File: src/rtl/rtc_alarm_pkg.sv
package rtc_alarm_pkg;
   typedef enum logic [2:0] {
      FLD_SEC  = 3'd0,
      FLD_MIN  = 3'd1,
      FLD_HOUR = 3'd2,
      FLD_WDAY = 3'd3,
      FLD_DAY  = 3'd4,
      FLD_MON  = 3'd5
   } fld_e;
   localparam int unsigned NUM_FIELDS = 6;
   localparam int unsigned FLAG_BIT   = 0;
   localparam int unsigned IE_BIT     = 3;
endpackage

File: src/rtl/rtc_alarm_field.sv
module rtc_alarm_field #(
   parameter int unsigned DATA_W = 8
) (
   input  logic              clk,
   input  logic              rst_n,
   input  logic              wr_sel,
   input  logic [DATA_W-1:0] wr_data,
   input  logic [DATA_W-2:0] live,
   output logic [DATA_W-1:0] cfg,
   output logic              en,
   output logic              pass
);
   localparam int unsigned VAL_W = DATA_W - 1;

   logic [DATA_W-1:0] cfg_q;
   logic              same;

   always_ff @(posedge clk or negedge rst_n) begin
      if (!rst_n)      cfg_q <= '0;
      else if (wr_sel) cfg_q <= wr_data;
   end

   assign same = (cfg_q[VAL_W-1:0] == live);
   assign en   = cfg_q[DATA_W-1];
   assign pass = !en || same;
   assign cfg  = cfg_q;
endmodule

File: src/rtl/rtc_alarm_ctrl.sv
module rtc_alarm_ctrl (
   input  logic clk,
   input  logic rst_n,
   input  logic hit,
   input  logic ctrl_wr,
   input  logic wr_flag_bit,
   input  logic wr_ie_bit,
   output logic flag,
   output logic ie,
   output logic irq
);
   logic hit_q;
   logic flag_q;
   logic ie_q;
   logic rise;

   assign rise = hit && !hit_q;

   always_ff @(posedge clk or negedge rst_n) begin
      if (!rst_n) begin
         hit_q  <= 1'b0;
         flag_q <= 1'b0;
         ie_q   <= 1'b0;
      end else begin
         hit_q <= hit;
         if (ctrl_wr) ie_q <= wr_ie_bit;
         if (rise)                         flag_q <= 1'b1;
         else if (ctrl_wr && !wr_flag_bit) flag_q <= 1'b0;
      end
   end

   assign flag = flag_q;
   assign ie   = ie_q;
   assign irq  = flag_q && ie_q;
endmodule

File: src/rtl/rtc_alarm_match.sv
module rtc_alarm_match #(
   parameter int unsigned ADDR_W     = 4,
   parameter int unsigned DATA_W     = 8,
   parameter int unsigned ALARM_BASE = 8,
   parameter int unsigned CTRL_IDX   = 14
) (
   input  logic              clk,
   input  logic              rst_n,
   input  logic              wr_en,
   input  logic [ADDR_W-1:0] wr_addr,
   input  logic [DATA_W-1:0] wr_data,
   input  logic [ADDR_W-1:0] rd_addr,
   output logic [DATA_W-1:0] rd_data,
   input  logic [DATA_W-2:0] live_sec,
   input  logic [DATA_W-2:0] live_min,
   input  logic [DATA_W-2:0] live_hour,
   input  logic [DATA_W-2:0] live_wday,
   input  logic [DATA_W-2:0] live_day,
   input  logic [DATA_W-2:0] live_mon,
   output logic              alarm_flag,
   output logic              alarm_irq
);
   import rtc_alarm_pkg::*;

   localparam int unsigned NF    = NUM_FIELDS;
   localparam int unsigned NREGS = 1 << ADDR_W;

   if (DATA_W < 4) begin : g_bad_data
      $error("DATA_W must be at least 4");
   end
   if (ALARM_BASE + NF > NREGS || CTRL_IDX >= NREGS) begin : g_bad_map
      $error("register indices exceed the address space");
   end
   if (CTRL_IDX >= ALARM_BASE && CTRL_IDX < ALARM_BASE + NF) begin : g_overlap
      $error("control index overlaps the alarm bytes");
   end

   logic [DATA_W-2:0] live_arr [NF];
   logic [DATA_W-1:0] cfg_arr  [NF];
   logic [NF-1:0]     en_vec;
   logic [NF-1:0]     pass_vec;
   logic              any_en;
   logic              hit;
   logic              ctrl_wr;
   logic              ie;

   assign live_arr[FLD_SEC]  = live_sec;
   assign live_arr[FLD_MIN]  = live_min;
   assign live_arr[FLD_HOUR] = live_hour;
   assign live_arr[FLD_WDAY] = live_wday;
   assign live_arr[FLD_DAY]  = live_day;
   assign live_arr[FLD_MON]  = live_mon;

   for (genvar g = 0; g < NF; g++) begin : g_fld
      logic sel;
      assign sel = wr_en && (wr_addr == ADDR_W'(ALARM_BASE + g));
      rtc_alarm_field #(.DATA_W(DATA_W)) u_fld (
         .clk     (clk),
         .rst_n   (rst_n),
         .wr_sel  (sel),
         .wr_data (wr_data),
         .live    (live_arr[g]),
         .cfg     (cfg_arr[g]),
         .en      (en_vec[g]),
         .pass    (pass_vec[g])
      );
   end

   assign any_en  = |en_vec;
   assign hit     = any_en && (&pass_vec);
   assign ctrl_wr = wr_en && (wr_addr == ADDR_W'(CTRL_IDX));

   rtc_alarm_ctrl u_ctrl (
      .clk         (clk),
      .rst_n       (rst_n),
      .hit         (hit),
      .ctrl_wr     (ctrl_wr),
      .wr_flag_bit (wr_data[FLAG_BIT]),
      .wr_ie_bit   (wr_data[IE_BIT]),
      .flag        (alarm_flag),
      .ie          (ie),
      .irq         (alarm_irq)
   );

   always_comb begin
      rd_data = '0;
      if (rd_addr == ADDR_W'(CTRL_IDX)) begin
         rd_data[FLAG_BIT] = alarm_flag;
         rd_data[IE_BIT]   = ie;
      end
      for (int i = 0; i < NF; i++) begin
         if (rd_addr == ADDR_W'(ALARM_BASE + i)) rd_data = cfg_arr[i];
      end
   end
endmodule

File: config.mk
export PLATFORM = sky130hd
export DESIGN_NAME = rtc_alarm_match
export DESIGN_NICKNAME = d
export VERILOG_FILES = /design/src/rtl/rtc_alarm_pkg.sv /design/src/rtl/rtc_alarm_field.sv /design/src/rtl/rtc_alarm_ctrl.sv /design/src/rtl/rtc_alarm_match.sv
export SDC_FILE = /design/constraint.sdc
export NUM_CORES = 1
export LEC_CHECK = 0
export BUFFER_PORTS_ARGS = -buffer_cell sky130_fd_sc_hd__buf_2
export CORE_MARGIN = 2
export CORE_UTILIZATION = 35
export DETAILED_ROUTE_END_ITERATION = 10
export PLACE_DENSITY = 0.63
export SYNTH_ARGS = -nofsm -noshare
export SYNTH_HDL_FRONTEND = slang
export SYNTH_SLANG_ARGS = --single-unit
File: constraint.sdc
create_clock -name clk -period 1.88 [get_ports clk]
set_clock_uncertainty 0.05 [all_clocks]
set_input_delay 0.376 -clock clk [delete_from_list [all_inputs] [get_ports clk]]
set_output_delay 0.376 -clock clk [all_outputs]
set_load 0.03 [all_outputs]
* Yosys cells after proc, flatten, opt, wreduce, memory -nomap -nowiden
Cells that the tools add are included. W data, S select, Z words.
Operators by class: equality and inequality tests 20, mux-type cells 10, reduce and logical (&&, ||, !) cells 28
Operators with widths (number):
- $eq A4 B4 Y1 const B | 14
- $mux W8 | 6
- $eq A7 B7 Y1 | 6
- $logic_and A1 B1 Y1 | 11
- $logic_not A1 Y1 | 8
- $logic_or A1 B1 Y1 | 6
- $reduce_and A6 Y1 | 1
- $reduce_or A6 Y1 | 1
- $mux W1 | 4
- $reduce_bool A2 Y1 | 1
Storage, ports and cells: register bits 51, input bits 61, output and inout port bits 10

* Longest topological paths before layout
Gate-level depths: netlist (run 1).
depth in word-level cells 8, mapped depth 6, mapped depth without buffers 5

* By module
Synthesis (run 1) repeated with hierarchy kept, for this count alone.
Second synthesis, totals: cell total of the unflattened synthesis 271, area total of the unflattened synthesis 3067.9 um2
By module, submodules not included:
- rtc_alarm_field | instances 6, cells an instance 27, area each 386.6 um2
- rtc_alarm_match | instances 1, cells an instance 101, area each 633.1 um2
- rtc_alarm_ctrl | instances 1, cells an instance 8, area each 115.1 um2

* Least setup slack after synthesis (run 1)
Ideal clock, no wire load.
path kind input to output, start point input rd_addr[1], end point output rd_data[3], data arrival time 1634 ps, data required time 1454 ps, setup slack -180 ps, stages on the path 5, path through buf_2 -> o32ai_1 -> o211ai_1 -> o2bb2ai_1 -> a31oi_1
On the way: longest elaborated chain between the ends 8, elaborated cells between the ends (all ways) 14, classes of those cells eq/ne: 7; mux: 7
RTL lines:
- from (decl) | RTL line rtc_alarm_match.sv:12 | input logic [ADDR_W-1:0] rd_addr,
- $eq A4 B4 Y1 | RTL line rtc_alarm_match.sv:87 | if (rd_addr == ADDR_W'(CTRL_IDX)) begin
- $mux W1 | RTL line rtc_alarm_match.sv:87
- $mux W8 (5 in a row) | RTL line rtc_alarm_match.sv:92 | if (rd_addr == ADDR_W'(ALARM_BASE + i)) rd_data = cfg_arr[i];
- $mux W8 * | RTL line rtc_alarm_match.sv:92
- to (decl) | RTL line rtc_alarm_match.sv:13 | output logic [DATA_W-1:0] rd_data,
Every way passes the cells marked *; elsewhere a longest branch is shown, timed or not.

* Final worst setup path (run 1)
start point register g_fld[2].u_fld.cfg_q[5], end point output rd_data[5]
On the way: longest elaborated chain between the ends 4
RTL lines:
- from (decl) | RTL line rtc_alarm_field.sv:15 | logic [DATA_W-1:0] cfg_q;
- from (signal assigned) | RTL line rtc_alarm_field.sv:20 | else if (wr_sel) cfg_q <= wr_data;
- $mux W8 (4 in a row) | RTL line rtc_alarm_match.sv:92
Every way passes these cells.

==> results of run 1 <==
area by class of cell:
class	count	area [um^2]	area share (%)
clock inverter	2	35.03	0.8715
inverter	5	18.77	0.4669
clock buffer	6	82.58	2.054
multi-input combinational	201	1723	42.86
sequential	51	1276	31.75
tap	105	131.4	3.268
timing repair buffer	114	753.2	18.74
synth_stat cells, drive strengths merged (5+ instances only):
library cell | number | share of area [%]
nor2 | 21 | 3.0
buf | 6 | 1.0
mux2i | 5 | 1.7
dfrtp | 51 | 44
nand3 | 5 | 1.0
inv | 5 | 0.64
xor2 | 22 | 6.6
nand4 | 5 | 1.1
o21ai | 14 | 2.4
xnor2 | 20 | 6.0
nand2 | 13 | 1.7
mux2 | 44 | 17
o41ai | 6 | 2.6
metal layers:
layer	share of wire [%]	GRT usage, %	up-vias
met2	50	32.10	74
met1	42	23.99	1245
met5	0	0	-
met3	4.5	3.636	23
li1	-	-	1189
met4	3.5	8.452	0
state kept, by name, indices dropped and copies added, names as in the netlist:
signal / flops
g_fld.u_fld.cfg: 48
u_ctrl.flag: 1
u_ctrl.hit_q: 1
u_ctrl.ie: 1
tightest hold or removal path, cell delays in order:
cell     delay, ns
buf_2         0.15
nand2_1       0.06
o21ai_0       0.06
power breakdown:
part	leakage, uW	internal (uW)	switching [uW]	total, uW
Clock	0.0000612	431	363	794
Sequential	0.000622	1350	223	1580
Combinational	0.00114	702	586	1290
Total	0.00183	2490	1170	3660
repair_timing:
item                                    CTS  global route
resized for setup                        31            19
endpoints found under the hold margin    19             0
endpoints found under the setup margin    8             9
buffers inserted                         19             5
hold buffers                              1             0
pin swaps                                 7             7
stage by stage:
step                power (uW)  instance area, um^2  worst slack [ns]  hold slack, ns  std cells
CTS                       3581                 3909           -0.1288          0.3176        479
floorplan                 2227                 2950          -0.01643         0.03041        264
finish                    3658                 4020           -0.1963          0.3223        484
global placement          2588                 3568           -0.2741          0.2949        453
detailed placement        2610                 3568           -0.2858          0.2956        453
global route              3852                 4020           -0.2590          0.3193        484
logic make-up after synthesis:
family                 after synthesis  synth area share (%)
flip-flops                          51                 43.59
buffers and inverters               12                 1.795
AO/OA/AOI/OAI                       47                 12.27
multiplexers                        49                 18.63
AND/OR/NAND/NOR                     63                 11.15
XOR/XNOR                            42                 12.56
how the worst min path moves through the flow:
stage,start,endpoint,slack (ns),cells after the start
finish,wr_data[3],g_fld[1].u_fld.cfg[3]$_DFFE_PN0P_,0.32,3
global route,wr_data[3],g_fld[1].u_fld.cfg[3]$_DFFE_PN0P_,0.32,3
global placement,rst_n,g_fld[0].u_fld.cfg[4]$_DFFE_PN0P_,0.29,1
detailed placement,rst_n,g_fld[0].u_fld.cfg[4]$_DFFE_PN0P_,0.30,1
floorplan,rst_n,g_fld[0].u_fld.cfg[0]$_DFFE_PN0P_,0.03,0
CTS,wr_data[3],g_fld[1].u_fld.cfg[3]$_DFFE_PN0P_,0.32,3
==> reports/results.ini, run 1 <==
[timing]
hold_viol_final = 0
rsz0062_at_grt = true
setup_tns_ns = -0.7554
slew_headroom_pct = 64.25
setup_violations = 7
min_period_ns = 2.076
worst_pin_slew_ns = 0.5363
period_share_pct = 110.4
clock.fmax_mhz = 481.6
slew_viol_final = 0
setup_slack_ns = -0.1963

[yosys]
post_synth_instance_area_um2 = 2928
ys_types = 37
ys_warn_count = 0
synth_edf_count = 0
synth-seq-area-share_pct = 43.59
syn_avg_cell_area_um2 = 11.09
synth_cells = 264
async_flop_share_pct = 100.0
synth_ff_type = dfrtp_1
synth_seq_cells = 51
syn-num-nets = 325

[clock_tree]
clock-sinks = 51
clockBufferDepth = 2
cts_buffers = 5
cts.clk_slew.worst_paths_ns = 0.09
root_buffer = clkbuf_8
htreeDepth = 2
insertion_delay_ns = 0.31
cts_tree = done

[critical_path]
rr_endpoint = u_ctrl.flag$_DFFE_PN0P_
cp.required_ns = 1.45
crit_path_max_incr_delay_ns = 0.43
crit_path_start_kind = register
crit_path_top_delay_cell = a222oi_1
rrSetupSlack_ns = 0.12
startpoint = g_fld[2].u_fld.cfg[5]$_DFFE_PN0P_
crit_fanout = 2
cp-end-kind = primary output
r2r_start = g_fld[0].u_fld.cfg[0]$_DFFE_PN0P_
critical-path-top-delay-family = compound AO/OA/AOI/OAI gates
cp.arrival_ns = 1.65
worstSetupEndpoint = rd_data[5]
critical_path_cell_count = 5
crit_buf_inv = 1
crit_chain = mux2i_2, o21ai_1, a222oi_1, nor2_2, buf_6
reg2regPathDepth = 6
critical_path_class = reg -> out

[floorplan]
die_h_um = 95.46
ios = 71
rows = 33
start_util_pct = 35.81
dieWidth_um = 95.46
dieArea_um2 = 9113
core_area_um2 = 8175

[cells_and_area]
num-fill-cells = 780
n_antenna_cell = 0
layout_common_cells = 59 x buf_2, 51 x dfrtp_1, 45 x buf_4
fin_util_pct = 49.17
drive_gt1_share_pct = 52.77
nets = 439
layout_commonest_cell = buf_2
syn2layout_area_growth_pct = 37.31

[drt]
finalWirelength_um = 8419
firstDrtPassIters = 4
antenna_left = 0
wire_per_inst_um = 17.39
drtIter0Drc = 104
vias = 2531
drcViolationCount = 0
vias_per_cell = 5.229

[global_route]
grt_remaining_overflow = 0
grt_pass1_wl_um = 13000
grt_pass1_vias = 2549
track_usage_pct = 19.14
grt_max_degree = 22
antenna_found_initial = 0

[run_status]
outcome = finished with violations
failed_checks = negative setup slack

[power]
irDropWorstVdd_v = 0.0003220
leakagePower_uw = 0.001827
power_density_nw_per_um2 = 909.9

[placed_design]
hpwlAfterDp_um = 6450
place.gp.congestion = 0.8560
numPortBuffers = 70

[worst_hold_path]
hold_path.class = in -> reg

[run]
cap_violations = 0

(Power assumes the default switching activity.)
==> inputs of run 2 (changes only) <==
CORE_UTILIZATION = 54   (was 35)
PLACE_DENSITY = 0.87   (was 0.63)
SLEW_MARGIN = 20   (was unset)
TNS_END_PERCENT = 50   (was unset)
==> run 2 against run 1 <==
Effect of this change:
- the flow finishes with violations (negative hold slack, negative setup slack)
- non-clock buffer count fell by 21
- cell count fell by 12%
- clock power fell by 23%
- global-route usage rose by 9.2 points
- critical path type is now in -> out
- critical endpoint unchanged
==> reports/results.ini, run 2 (synthesis gave the netlist of run 1 again) <==
[timing]
clock.fmax_mhz = 488.7  ; was 481.6 MHz
min_period_ns = 2.046  ; was 2.076 ns
rsz0062_at_grt = true  ; unchanged
worst_pin_slew_ns = 0.5244  ; was 0.5363 ns
hold_viol_final = 6  ; was 0
whs_ns = -0.007728  ; was 0.3223 ns
period_share_pct = 108.8  ; was 110.4%
setup_tns_ns = -0.7374  ; was -0.7554 ns
setup_violations = 7  ; unchanged
slew_viol_final = 0  ; unchanged
slew_headroom_pct = 65.00  ; was 64.25%
setup_slack_ns = -0.1663  ; was -0.1963 ns

[drt]
drtIter0Drc = 218  ; was 104
wire_per_inst_um = 19.58  ; was 17.39 um
vias = 2521  ; was 2,531
finalWirelength_um = 8381  ; was 8419 um
antenna_left = 0  ; unchanged
vias_per_cell = 5.890  ; was 5.229
firstDrtPassIters = 4  ; unchanged
drcViolationCount = 0  ; unchanged

[cells_and_area]
nets = 418  ; was 439
syn2layout_area_growth_pct = 28.42  ; was 37.31%
layout_common_cells = 60 x buf_2, 51 x dfrtp_1, 44 x mux2_2  ; was 59 x buf_2, 51 x dfrtp_1, 45 x buf_4
layout_commonest_cell = buf_2  ; unchanged
largest_register_ffs = 48  ; unchanged
n_antenna_cell = 0  ; unchanged
num-fill-cells = 333  ; was 780
register_area_um2 = 1276  ; unchanged
drive_gt1_share_pct = 48.04  ; was 52.77%
multi_input_area_um2 = 1708  ; was 1723 um^2

[power]
leakagePower_uw = 0.001704  ; was 0.001827 uW
irDropWorstVdd_v = 0.0006638  ; was 0.0003220 V
switchingPower_uw = 1166  ; was 1172 uW
sequentialPowerShare_pct = 48.0  ; was 43.1%
p_int_uw = 2203  ; was 2486 uW
sw_frac_of_total_pct = 34.61  ; was 32.05%
power_density_nw_per_um2 = 896.0  ; was 909.9 nW/um^2
combPwrFrac_pct = 33.8  ; was 35.2%
p_clk_share_pct = 18.2  ; was 21.7%

[critical_path]
crit_chain = buf_4, buf_12, mux2i_1, o21ai_0, a222oi_1, nor2_1, clkbuf_4  ; was mux2i_2, o21ai_1, a222oi_1, nor2_2, buf_6
crit_path_start_kind = input pin  ; was register
cp.arrival_ns = 1.62  ; was 1.65 ns
crit_path_top_delay_cell = a222oi_1  ; unchanged
crit_fanout = 10  ; was 2
critical_path_class = in -> out  ; was reg -> out
crit_path_max_incr_delay_ns = 0.28  ; was 0.43 ns
cp-end-kind = primary output  ; unchanged
cp.required_ns = 1.45  ; about the same

[clock_tree]
root_buffer = clkbuf_8  ; unchanged
htreeDepth = 2  ; unchanged
cts.clk_slew.worst_paths_ns = 0.09  ; about the same
clock-sinks = 51  ; unchanged
insertion_delay_ns = 0.31  ; about the same
cts_tree = done  ; unchanged
clockBufferDepth = 2  ; unchanged
cts-hold-fix-buffers = 0  ; was 1
cts_buffers = 5  ; unchanged

[floorplan]
die_h_um = 77.64  ; was 95.46 um
core_area_um2 = 5172  ; was 8175 um^2
start_util_pct = 56.60  ; was 35.81%
dieArea_um2 = 6027  ; was 9113 um^2
ios = 71  ; unchanged
rows = 26  ; was 33
dieWidth_um = 77.64  ; was 95.46 um

[global_route]
grt_remaining_overflow = 0  ; unchanged
grt_pass1_wl_um = 13070  ; was 13,000 um
track_usage_pct = 28.37  ; was 19.14%
grt_pass1_vias = 2598  ; was 2,549
grt_max_degree = 52  ; was 22
use_met3_pct = 4.302  ; was 3.636%
antenna_found_initial = 0  ; unchanged
met1_usage_pct = 35.15  ; was 23.99%
top_usage_layer = met2  ; unchanged
met2_usage_pct = 49.22  ; was 32.10%

[placed_design]
pre_cts_slack_ns = -0.2746  ; was -0.2858 ns
hpwlAfterDp_um = 6130  ; was 6450 um
numPortBuffers = 70  ; unchanged
place.gp.congestion = 0.9300  ; was 0.8560

[run]
cap_violations = 0  ; unchanged

[run_status]
failed_checks = negative hold slack, negative setup slack  ; was negative setup slack
outcome = finished with violations  ; unchanged

[worst_hold_path]
hold_path.class = in -> async  ; was in -> reg

-- run 2: cell types whose count changed in the layout (fill, tap and decap cells not counted), sizes merged --
| cell | change |
|---|---|
| buf | -21 |
| bufinv | -1 |
| clkbuf | +2 |
| dlygate4sd3 | -1 |
-- run 2: power by group through the flow --
stage               Clock, uW  Combinational (uW)  Sequential, uW
floorplan                   0                 660            1560
global placement            0                 929            1630
detailed placement          0                 971            1640
CTS                       618                1060            1610
global route              657                1220            1650
finish                    613                1140            1620
-- run 2: stage by stage --
| step | instance area, um^2 | hold WS (ns) | utilization (%) | instances | power (uW) |
|---|---|---|---|---|---|
| CTS | 3689 | 0.01186 | 71.31 | 424 | 3292 |
| finish | 3760 | -0.007728 | 72.69 | 428 | 3369 |
| floorplan | 2943 | 0.03041 | - | 264 | 2225 |
| global placement | 3492 | 0.3360 | 67.51 | 413 | 2555 |
| detailed placement | 3492 | 0.3339 | 67.51 | 413 | 2609 |
| global route | 3760 | 0.02298 | 72.69 | 428 | 3523 |
-- run 2: final timing paths --
check,from,end,slack (ns),cells after the start
hold reg to reg,u_ctrl.hit_q$_DFF_PN0_,u_ctrl.flag$_DFFE_PN0P_,0.42,1
max in group asynchronous,rst_n,g_fld[3].u_fld.cfg[7]$_DFFE_PN0P_,1.54,2
setup / recovery,rd_addr[1],rd_data[5],-0.17,7
setup reg to reg,g_fld[0].u_fld.cfg[3]$_DFFE_PN0P_,u_ctrl.flag$_DFFE_PN0P_,0.04,6
min in group clk,wr_data[0],g_fld[1].u_fld.cfg[0]$_DFFE_PN0P_,0.33,3
hold / removal,rst_n,u_ctrl.flag$_DFFE_PN0P_,-0.008,2
-- run 2: area by class of cell --
cell class                      instances  share of cell area [%]
Tap cell                               70                   2.329
Sequential cell                        51                   33.94
Clock buffer                            7                   2.030
Timing Repair Buffer                   93                   15.64
Clock inverter                          1                  0.1331
Multi-Input combinational cell        201                   45.42
Inverter                                5                  0.4992
-- run 2: timing repair --
item                                   CTS  global route
setup endpoints to repair                9             9
setup buffers                            3             4
pin swaps                                9             9
gates resized for setup                 29             9
endpoints found under the hold margin    0             0
-- run 2: worst max-delay path: cells and delay by family --
kind                   cells  cell delay [ns]
AOI/OAI and AO/OA          2             0.39
and+or+nand+nor            1             0.07
buffers and inverters      3             0.53
muxes                      1             0.24
-- run 2: routing by layer --
| layer | part of all wire (%) | up-vias |
|---|---|---|
| li1 | - | 1148 |
| met1 | 39 | 1233 |
| met2 | 51 | 117 |
| met3 | 6.9 | 23 |
| met4 | 3.0 | 0 |
| met5 | 0 | - |
==> inputs of run 3 (changes only) <==
CORE_UTILIZATION = 48   (was 54)
PLACE_DENSITY = 0.83   (was 0.87)
clock period = 1.7 ns   (was 1.88 ns; I/O delays follow)
==> run 3 against run 2 <==
Effect of this change:
- the flow finishes with violations (negative setup slack)
- cell count up 4.0%
- critical path depth is 1 lower
- clock-buffer cell count fell by 2
- routed wire length barely moved
- sequential power is 8% higher
- non-clock buffer count grew 12
- hold slack improved by 0.30 ns
- highest routed layer unchanged
==> reports/results.ini, run 3 (synthesis gave the netlist of run 1 again) <==
[cells_and_area]
drive_gt1_share_pct = 50.81  ; was 48.04%
syn2layout_area_growth_pct = 32.95  ; was 28.42%
n_antenna_cell = 0  ; unchanged
fin_util_pct = 65.74  ; was 72.69%
largest_register_ffs = 48  ; unchanged
fin_cells = 445  ; was 428
layout_commonest_cell = buf_2  ; unchanged
nets = 430  ; was 418
layout_common_cells = 61 x buf_2, 51 x dfrtp_1, 44 x mux2_2  ; was 60 x buf_2, 51 x dfrtp_1, 44 x mux2_2
num-fill-cells = 448  ; was 333

[worst_hold_path]
hold_path.class = in -> reg  ; was in -> async

[power]
irDropWorstVdd_v = 0.0004105  ; was 0.0006638 V
sequentialPowerShare_pct = 45.9  ; was 48.0%
switchingPower_uw = 1319  ; was 1166 uW
combPwrFrac_pct = 35.7  ; was 33.8%
p_int_uw = 2506  ; was 2203 uW
sw_frac_of_total_pct = 34.48  ; was 34.61%
p_clk_share_pct = 18.4  ; was 18.2%
leakagePower_uw = 0.001759  ; was 0.001704 uW
power_density_nw_per_um2 = 982.5  ; was 896.0 nW/um^2

[floorplan]
dieWidth_um = 82.10  ; was 77.64 um
die_h_um = 82.10  ; was 77.64 um
rows = 28  ; was 26
start_util_pct = 49.45  ; was 56.60%
core_area_um2 = 5921  ; was 5172 um^2
ios = 71  ; unchanged
dieArea_um2 = 6740  ; was 6027 um^2

[clock_tree]
cts_buffers = 5  ; unchanged
cts_tree = done  ; unchanged
htreeDepth = 2  ; unchanged
root_buffer = clkbuf_8  ; unchanged
clockBufferDepth = 2  ; unchanged
cts.clk_slew.worst_paths_ns = 0.09  ; about the same
insertion_delay_ns = 0.31  ; about the same
clock-sinks = 51  ; unchanged

[critical_path]
crit_buf_inv = 1  ; was 3
critical_path_class = reg -> out  ; was in -> out
critical-path-top-delay-family = compound AO/OA/AOI/OAI gates  ; was buffers and inverters
crit_fanout = 2  ; was 10
crit_path_start_kind = register  ; was input pin
crit_path_max_incr_delay_ns = 0.36  ; was 0.28 ns
cp.required_ns = 1.31  ; was 1.45 ns
cp.arrival_ns = 1.59  ; was 1.62 ns
cp-end-kind = primary output  ; unchanged
crit_chain = nor2_1, o32ai_2, o211ai_1, o2bb2ai_1, a31oi_2, buf_6  ; was buf_4, buf_12, mux2i_1, o21ai_0, a222oi_1, nor2_1, clkbuf_4
crit_path_top_delay_cell = dfrtp_1  ; was a222oi_1

[run_status]
failed_checks = negative setup slack  ; was negative hold slack, negative setup slack
outcome = finished with violations  ; unchanged

[placed_design]
place.gp.congestion = 0.9410  ; was 0.9300
placed_cells = 427  ; was 413
numPortBuffers = 70  ; unchanged
hpwlAfterDp_um = 6180  ; was 6130 um

[timing]
min_period_ns = 1.978
rsz0062_at_grt = true  ; unchanged
period_share_pct = 116.4
setup_slack_ns = -0.2785  ; was -0.1663 ns
slew_headroom_pct = 68.55  ; was 65.00%
slew_viol_final = 0  ; unchanged
setup_tns_ns = -1.908  ; was -0.7374 ns
whs_ns = 0.2926  ; was -0.007728 ns
hold_viol_final = 0  ; was 6
clock.fmax_mhz = 505.4
setup_violations = 10  ; was 7
worst_pin_slew_ns = 0.4717  ; was 0.5244 ns

[global_route]
grt_pass1_vias = 2690  ; was 2,598
antenna_found_initial = 0  ; unchanged
grt_remaining_overflow = 0  ; unchanged
track_usage_pct = 26.61  ; was 28.37%
grt_pass1_wl_um = 13190  ; was 13,070 um
grt_max_degree = 52  ; unchanged

[drt]
wire_per_inst_um = 18.84  ; was 19.58 um
antenna_left = 0  ; unchanged
finalWirelength_um = 8386  ; was 8381 um
drcViolationCount = 0  ; unchanged
drtIter0Drc = 249  ; was 218
firstDrtPassIters = 5  ; was 4
vias_per_cell = 5.840  ; was 5.890
vias = 2599  ; was 2,521

[run]
cap_violations = 0  ; unchanged

==> run 3: changes by cell type in the layout (fill, tap and decap cells not counted), sizes merged <==
| cell | previous run | this run |
|---|---|---|
| clkinvlp | 0 | 2 |
| clkbuf | 8 | 6 |
| buf | 92 | 103 |
| dlygate4sd3 | 0 | 1 |
==> run 3: final timing paths <==
kind / slack (ns) / to / cells past startpoint / from
setup / recovery: -0.28 / rd_data[0] / 6 / g_fld[0].u_fld.cfg[0]$_DFFE_PN0P_
hold / removal: 0.29 / g_fld[5].u_fld.cfg[6]$_DFFE_PN0P_ / 3 / wr_data[6]
setup reg to reg: -0.08 / u_ctrl.hit_q$_DFF_PN0_ / 6 / g_fld[3].u_fld.cfg[3]$_DFFE_PN0P_
hold reg to reg: 0.41 / u_ctrl.flag$_DFFE_PN0P_ / 1 / u_ctrl.hit_q$_DFF_PN0_
max in group asynchronous: 0.88 / g_fld[4].u_fld.cfg[3]$_DFFE_PN0P_ / 3 / rst_n
min in group asynchronous: 0.49 / u_ctrl.ie$_DFFE_PN0P_ / 3 / rst_n
==> run 3: routing by layer <==
layer | GRT usage [%] | wire length [um] | vias to the layer above
met5 | 0 | 0 | -
met4 | 10.17 | 266 | 0
met3 | 4.565 | 583 | 27
met2 | 47.32 | 4365 | 127
met1 | 32.16 | 3171 | 1276
li1 | - | - | 1169
==> run 3: timing repair <==
action / CTS / global route
setup endpoints to repair: 10 / 10
endpoints found under the hold margin: 51 / 0
pin swaps: 11 / 10
gates resized for setup: 31 / 10
hold buffers: 1 / 0
setup buffers: 9 / 0
==> run 3: final cells by class <==
| cell class | count | area [um^2] | area share, % |
|---|---|---|---|
| Inverter | 5 | 18.77 | 0.4822 |
| Clock inverter | 3 | 20.02 | 0.5143 |
| Sequential cell | 51 | 1276 | 32.79 |
| Multi-Input combinational cell | 201 | 1713 | 44.01 |
| Timing Repair Buffer | 105 | 701.9 | 18.03 |
| Tap cell | 75 | 93.84 | 2.411 |
| Clock buffer | 5 | 68.82 | 1.768 |
==> run 3: worst reg2reg max path: cells and delay by family (launching register included) <==
kind,cells,cell delay [ns]
buffers and inverters,1,0.17
AND/OR/NAND/NOR,3,0.52
flip-flops,1,0.41
XOR/XNOR,1,0.26
AO/OA/AOI/OAI,1,0.29
==> run 3: power groups by stage <==
| stage | clock network [uW] | logic (uW) | registers [uW] |
|---|---|---|---|
| after floorplan | 0 | 735 | 1730 |
| after global placement | 0 | 1120 | 1780 |
| after detailed placement | 0 | 1160 | 1790 |
| after CTS | 709 | 1330 | 1750 |
| after global routing | 770 | 1460 | 1790 |
| final | 705 | 1360 | 1750 |
==> run 3: through the flow <==
stage	worst slack, ns	instance area (um^2)	total power, uW
2_1_floorplan	-0.1244	2953	2465
3_3_place_gp	-0.2916	3588	2894
3_5_place_dp	-0.3207	3588	2950
4_1_cts	-0.3036	3864	3783
5_1_grt	-0.3443	3892	4022
6_report	-0.2785	3892	3824
